[src/rtl/pswl_pkg.sv]
// Shared widths, limits and the ratio record used by the divider blocks.
package pswl_pkg;
    localparam int unsigned MAIN_W   = 11;  // main counter width
    localparam int unsigned SWAL_W   = 7;   // swallow counter width
    localparam int unsigned BASE_W   = 8;   // width of reported base modulus
    localparam int unsigned MIN_MAIN = 5;   // smallest legal main count

    typedef struct packed {
        logic              band_sel;  // 1 = smaller base modulus
        logic [MAIN_W-1:0] main;      // N
        logic [SWAL_W-1:0] swal;      // A
    } ratio_t;
endpackage

[src/rtl/pswl_ratio_hold.sv]
// Holding register for the next division ratio.
// Checks each write and keeps only legal ratios (N >= MIN_MAIN, A < N).
// Assumes wr_en is a one-clock strobe. err reflects the most recent write.
module pswl_ratio_hold
    import pswl_pkg::*;
#(
    parameter int unsigned RST_MAIN = 5,
    parameter int unsigned RST_SWAL = 0,
    parameter bit          RST_SEL  = 1'b1
) (
    input  logic   clk,
    input  logic   rst_n,
    input  logic   wr_en,
    input  ratio_t wr_ratio,
    output ratio_t pend,
    output logic   err
);
    localparam int unsigned PAD_W = MAIN_W - SWAL_W;

    logic ratio_bad;

    // Legality check of the incoming ratio.
    always_comb begin
        ratio_bad = (wr_ratio.main < MAIN_W'(MIN_MAIN)) ||
                    ({{PAD_W{1'b0}}, wr_ratio.swal} >= wr_ratio.main);
    end

    // Capture legal ratios; record the verdict of every write.
    always_ff @(posedge clk) begin
        if (!rst_n) begin
            pend.band_sel <= RST_SEL;
            pend.main     <= MAIN_W'(RST_MAIN);
            pend.swal     <= SWAL_W'(RST_SWAL);
            err           <= 1'b0;
        end else if (wr_en) begin
            err <= ratio_bad;
            if (!ratio_bad) begin
                pend <= wr_ratio;
            end
        end
    end

    // the held ratio is always a legal one
    p_pend_legal_r7: assert property (@(posedge clk) disable iff (!rst_n)
        (pend.main >= MAIN_W'(MIN_MAIN)) && ({{PAD_W{1'b0}}, pend.swal} < pend.main));
endmodule

[src/rtl/pswl_main_ctr.sv]
// Main down-counter: spans N prescaler periods per division cycle.
// at_term marks the last period. wrap is the boundary strobe that reloads.
// Assumes reload_n >= 2 so the counter always leaves terminal count.
module pswl_main_ctr
    import pswl_pkg::*;
#(
    parameter int unsigned RST_MAIN = 5
) (
    input  logic              clk,
    input  logic              rst_n,
    input  logic              adv,
    input  logic [MAIN_W-1:0] reload_n,
    output logic              at_term,
    output logic              wrap
);
    logic [MAIN_W-1:0] cnt;

    // Terminal decode and boundary strobe.
    always_comb begin
        at_term = (cnt == '0);
        wrap    = adv && at_term;
    end

    // Count down one per prescaler period, reload from N-1 at the boundary.
    always_ff @(posedge clk) begin
        if (!rst_n) begin
            cnt <= MAIN_W'(RST_MAIN - 1);
        end else if (wrap) begin
            cnt <= reload_n - MAIN_W'(1);
        end else if (adv) begin
            cnt <= cnt - MAIN_W'(1);
        end
    end

    // the count moves only on a prescaler period
    p_hold_without_tick_r1: assert property (@(posedge clk) disable iff (!rst_n)
        !adv |=> $stable(cnt));
    // terminal count lasts a single prescaler period
    p_term_single_r4: assert property (@(posedge clk) disable iff (!rst_n)
        wrap |=> !at_term);
endmodule

[src/rtl/pswl_swallow_ctr.sv]
// Swallow down-counter: holds the prescaler at P+1 while it is non-zero.
// Loaded with A at each boundary and decremented once per prescaler period.
// Assumes A < N, so it is empty before the next load.
module pswl_swallow_ctr
    import pswl_pkg::*;
#(
    parameter int unsigned RST_SWAL = 0
) (
    input  logic              clk,
    input  logic              rst_n,
    input  logic              adv,
    input  logic              load,
    input  logic [SWAL_W-1:0] reload_a,
    output logic              mod_hi
);
    logic [SWAL_W-1:0] cnt;

    // Modulus request while swallow periods remain.
    always_comb mod_hi = (cnt != '0);

    // Load at the boundary, otherwise count the swallow periods away.
    always_ff @(posedge clk) begin
        if (!rst_n) begin
            cnt <= SWAL_W'(RST_SWAL);
        end else if (load) begin
            cnt <= reload_a;
        end else if (adv && mod_hi) begin
            cnt <= cnt - SWAL_W'(1);
        end
    end

    // swallow periods are exhausted by the time the main counter wraps
    p_swallow_spent_r2: assert property (@(posedge clk) disable iff (!rst_n)
        load |-> !mod_hi);
    // the P+1 request can start only at a boundary
    p_mod_rise_at_load_r2: assert property (@(posedge clk) disable iff (!rst_n)
        $rose(mod_hi) |-> $past(load));
endmodule

[src/rtl/pswl_divider.sv]
// Pulse-swallow feedback divider, top level.
// Divides the oscillator by P*N + A through a dual-modulus prescaler.
// The prescaler reports each output period as a one-clock pre_tick strobe.
// HI_LOOP selects the base modulus pair: 0 -> 16/32, 1 -> 64/128.
module pswl_divider
    import pswl_pkg::*;
#(
    parameter bit          HI_LOOP  = 1'b0,
    parameter int unsigned DEF_MAIN = 5,
    parameter int unsigned DEF_SWAL = 0,
    parameter bit          DEF_SEL  = 1'b1
) (
    input  logic              clk,
    input  logic              rst_n,
    input  logic              pre_tick,
    input  logic              cfg_we,
    input  logic [MAIN_W-1:0] cfg_n,
    input  logic [SWAL_W-1:0] cfg_a,
    input  logic              cfg_sel,
    output logic              mod_ctl,
    output logic              cmp_pulse,
    output logic [BASE_W-1:0] presc_base,
    output logic              cfg_err
);
    localparam int unsigned BASE_SMALL = HI_LOOP ? 64 : 16;
    localparam int unsigned BASE_LARGE = 2 * BASE_SMALL;

    ratio_t wr_ratio;
    ratio_t pend;
    logic   at_term;
    logic   wrap;
    logic   sel_act;

    // Pack the write fields into a ratio record.
    always_comb begin
        wr_ratio.band_sel = cfg_sel;
        wr_ratio.main     = cfg_n;
        wr_ratio.swal     = cfg_a;
    end

    pswl_ratio_hold #(
        .RST_MAIN (DEF_MAIN),
        .RST_SWAL (DEF_SWAL),
        .RST_SEL  (DEF_SEL)
    ) u_hold (
        .clk      (clk),
        .rst_n    (rst_n),
        .wr_en    (cfg_we),
        .wr_ratio (wr_ratio),
        .pend     (pend),
        .err      (cfg_err)
    );

    pswl_main_ctr #(
        .RST_MAIN (DEF_MAIN)
    ) u_main (
        .clk      (clk),
        .rst_n    (rst_n),
        .adv      (pre_tick),
        .reload_n (pend.main),
        .at_term  (at_term),
        .wrap     (wrap)
    );

    pswl_swallow_ctr #(
        .RST_SWAL (DEF_SWAL)
    ) u_swal (
        .clk      (clk),
        .rst_n    (rst_n),
        .adv      (pre_tick),
        .load     (wrap),
        .reload_a (pend.swal),
        .mod_hi   (mod_ctl)
    );

    // Base-modulus select for the running cycle, switched only at a boundary.
    always_ff @(posedge clk) begin
        if (!rst_n) begin
            sel_act <= DEF_SEL;
        end else if (wrap) begin
            sel_act <= pend.band_sel;
        end
    end

    // Map the select bit to the base modulus of the configured loop.
    generate
        if (HI_LOOP) begin : g_hi_loop
            always_comb presc_base = sel_act ? BASE_W'(BASE_SMALL) : BASE_W'(BASE_LARGE);
        end else begin : g_lo_loop
            always_comb presc_base = sel_act ? BASE_W'(BASE_SMALL) : BASE_W'(BASE_LARGE);
        end
    endgenerate

    // Compare output spans the terminal period of the main counter.
    always_comb cmp_pulse = at_term;

    // base modulus never changes inside a cycle
    p_base_steady_r5: assert property (@(posedge clk) disable iff (!rst_n)
        !wrap |=> $stable(presc_base));
    // the compare period runs at the plain modulus
    p_cmp_plain_mod_r4: assert property (@(posedge clk) disable iff (!rst_n)
        cmp_pulse |-> !mod_ctl);
    // a write never disturbs the running counters outside a boundary
    p_write_no_glitch_r6: assert property (@(posedge clk) disable iff (!rst_n)
        (cfg_we && !pre_tick) |=> $stable(mod_ctl) && $stable(cmp_pulse));
endmodule

[config.mk]
export PLATFORM = sky130hd
export DESIGN_NAME = pswl_divider
export DESIGN_NICKNAME = d
export VERILOG_FILES = /design/src/rtl/pswl_pkg.sv /design/src/rtl/pswl_ratio_hold.sv /design/src/rtl/pswl_main_ctr.sv /design/src/rtl/pswl_swallow_ctr.sv /design/src/rtl/pswl_divider.sv
export SDC_FILE = /design/constraint.sdc
export NUM_CORES = 1
export LEC_CHECK = 0
export BUFFER_PORTS_ARGS = -buffer_cell sky130_fd_sc_hd__buf_2
export CELL_PAD_IN_SITES_DETAIL_PLACEMENT = 1
export CELL_PAD_IN_SITES_GLOBAL_PLACEMENT = 2
export CORE_UTILIZATION = 29
export DETAILED_ROUTE_END_ITERATION = 12
export PLACE_DENSITY_LB_ADDON = 0.1
export SLEW_MARGIN = 20
export SYNTH_ARGS = -nofsm -noshare
export SYNTH_HDL_FRONTEND = slang
export SYNTH_SLANG_ARGS = --single-unit
[constraint.sdc]
create_clock -name clk -period 5.25 [get_ports clk]
set_input_delay 1.05 -clock clk [delete_from_list [all_inputs] [get_ports clk]]
set_output_delay 1.05 -clock clk [all_outputs]
set_load 0.02 [all_outputs]
==> results.json <==
{
  "clockBufferDepth": 2,
  "first_pass_iters": 4,
  "timing.rr.end": "u_main.cnt[10]",
  "netlist_instances": 357,
  "cp-startpoint": "pre_tick",
  "ant_nets": 0,
  "io_pins": 34,
  "clock_skew_ns": 0.00476,
  "reg2reg_slack_ns": 2.45,
  "hold_class": "reg2reg",
  "fmax_mhz": 287,
  "regArea_um2": 781,
  "dpl_cell_area_mm2": 0.00300,
  "synth_top_area_cell": "dfxtp_1",
  "post-route-util_pct": 33.8,
  "core_area_mm2": 0.00928,
  "ir_worst_vdd_uv": 134,
  "antenna_found_initial": 0,
  "cts_resized": 0,
  "fin_nets": 401,
  "hold_viol": 0,
  "critPathArrivalTime_ns": 3.68,
  "drv_slew": 0,
  "min_to": "u_swal.cnt[0]",
  "postCtsSetupBuffers": 0,
  "cts_tree": "done",
  "port-buffer-count": 27,
  "clock-sinks": 39,
  "drive_above_1_share_pct": 14.6,
  "fin_crit_ns": 3.48,
  "dieWidth_um": 100,
  "critPathBufInv": 1,
  "worst_pin_slew_ns": 0.861,
  "synth_area_leaders": "dfxtp_1 28%, o211ai_1 9.1%, o22a_1 5.0%",
  "die_y_um": 100,
  "numCtsBuffers": 5,
  "grt_start_max_net_pins": 37,
  "power_leakage_nw": 1.15,
  "min_path_cells": 1,
  "vias": 2711,
  "crit_path_end_kind": "register",
  "ff2ff_path_depth": 9,
  "synth-edff-count": 0,
  "seq_area_frac_synth_pct": 27.9,
  "synth_warnings": 0,
  "relSlewSlack_pct": 42.6,
  "std_cell_rows": 35,
  "cp.required_ns": 5.45,
  "ys_types": 61,
  "ys_seq_elements": 39,
  "clk_latency_ns": 0.30,
  "wl_um": 8510,
  "path_delay_family": "simple AND/OR/NAND/NOR gates",
  "start_util_pct": 30.1,
  "multi_input_area_mm2": 0.00183,
  "timing.setup.tns_ns": 0,
  "finalInstanceArea_mm2": 0.00314,
  "synth_top_area_share_pct": 27.9,
  "mostFrequentLayoutCell": "dfxtp_1",
  "dr.first_iter.drc_count": 59,
  "nFillCells": 1153,
  "rsz0062_at_grt": "false",
  "clockRootBuffer": "clkbuf_8",
  "grt_pass1_wl_um": 14400,
  "synth_ff_type": "dfxtp_1",
  "cpMaxStageDelayCell": "and3_1",
  "track_usage_pct": 18.2,
  "max_stage_delay_ns": 0.57,
  "outcome": "complete, no violations",
  "cp-start-kind": "primary input",
  "finalCritPeriodShare_pct": 66.3,
  "p_per_area_mw_per_mm2": 343,
  "worstSetupPathType": "in2reg",
  "synthArstFlopShare_pct": 0,
  "worstHoldStart": "u_swal.cnt[0]",
  "layout_common_cells": "39 x dfxtp_1, 34 x o211ai_1, 33 x nand2_1, 27 x buf_2, 25 x nor2_1",
  "clkSlewWorstSetupHoldPaths_ns": 0.09,
  "syn_to_final_growth_pct": 12.2,
  "die_area_mm2": 0.0100,
  "hpwl_um": 6240,
  "setup_violations": 0,
  "drv_cap": 0,
  "netlist_area_mm2": 0.00280,
  "gr-total-overflow": 0,
  "diodes": 0,
  "gp_congestion": 0.748,
  "grt_pass1_vias": 2735,
  "syn_area_per_cell_um2": 7.84,
  "postCtsHoldBufs": 0,
  "drcViolationCount": 0,
  "cts-htree-levels": 2,
  "critPathMaxFanout": 24,
  "vias_per_cell": 5.44,
  "path_cells": "buf_2 > nor4b_4 > and3_1 > a21oi_1 > ha_1 > nand2_1 > or3b_1 > nor3_1 > a2111oi_2",
  "wl_per_cell_um": 17.1,
  "r2r-start": "u_main.cnt[2]"
}
metrics by stage:
stage | worst slack (ns) | power (mW) | hold slack [ns] | instances
5_1_grt | 1.50 | 1.17 | 0.528 | 498
2_1_floorplan | 2.21 | 0.674 | 0.435 | 362
6_report | 1.77 | 1.08 | 0.476 | 498
4_1_cts | 1.76 | 1.09 | 0.486 | 498
3_3_place_gp | 1.55 | 0.774 | 0.460 | 490
3_5_place_dp | 1.46 | 0.778 | 0.468 | 490
cells in the mapped netlist (4+ instances only):
| cell type | instances |
|---|---|
| nand2_1 | 33 |
| a21o_1 | 5 |
| nand2b_1 | 5 |
| a41oi_1 | 4 |
| dfxtp_1 | 39 |
| o211ai_1 | 34 |
| clkbuf_1 | 19 |
| inv_1 | 15 |
| buf_4 | 7 |
| nand4_1 | 6 |
| and3_1 | 4 |
| a21oi_1 | 14 |
| nor2_1 | 25 |
| nor3_1 | 6 |
| ha_1 | 10 |
| buf_2 | 4 |
| a211oi_1 | 8 |
| o21ai_0 | 18 |
| nand3_1 | 20 |
| o22a_1 | 16 |
cells by family after synthesis:
group	Yosys count	synth area share (%)
buffers and inverters	49	7.96
XOR/XNOR	4	1.25
multiplexers	2	0.760
AO/OA/AOI/OAI	128	34.8
flip-flops	39	27.9
adder cells (fa/ha/maj)	10	4.47
other	1	0.134
AND/OR/NAND/NOR	124	22.8
report_power, final:
group / switching, mW / leakage (nW) / internal, mW / total, mW
logic: 0.228 / 0.766 / 0.150 / 0.378
clock network: 0.118 / 0.0644 / 0.190 / 0.308
registers: 0.0460 / 0.322 / 0.345 / 0.391
total: 0.392 / 1.15 / 0.684 / 1.08
metal layers:
metal  GRT usage [%]  wire length, um
met5               0                0
met4            4.35               82
met2            28.4             3690
met3            2.30              177
met1            26.3             4560
worst max path at each step:
stage               slack, ns              to  cells past startpoint
global route             1.50   u_main.cnt[6]                      9
CTS                      1.76   u_main.cnt[6]                      9
floorplan                2.21  u_main.cnt[10]                     10
global placement         1.55   u_main.cnt[6]                      9
detailed placement       1.46   u_main.cnt[6]                      9
finish                   1.77   u_main.cnt[6]                      9
area by class of cell:
| class | instances | share of cell area, % |
|---|---|---|
| well taps | 129 | 5.14 |
| flip-flops and latches | 39 | 24.9 |
| inverters | 16 | 1.91 |
| clock inverters | 3 | 2.15 |
| repair buffers | 32 | 5.50 |
| clock buffers | 5 | 2.19 |
| multi-input cells | 274 | 58.2 |
sequential cells by signal, indices dropped and copies added, names as in the netlist:
name,flops
u_hold.pend,19
u_swal.cnt,7
sel_act,1
u_main.cnt,11
u_hold.err,1
No activity file was read; power rests on OpenSTA's default activity.
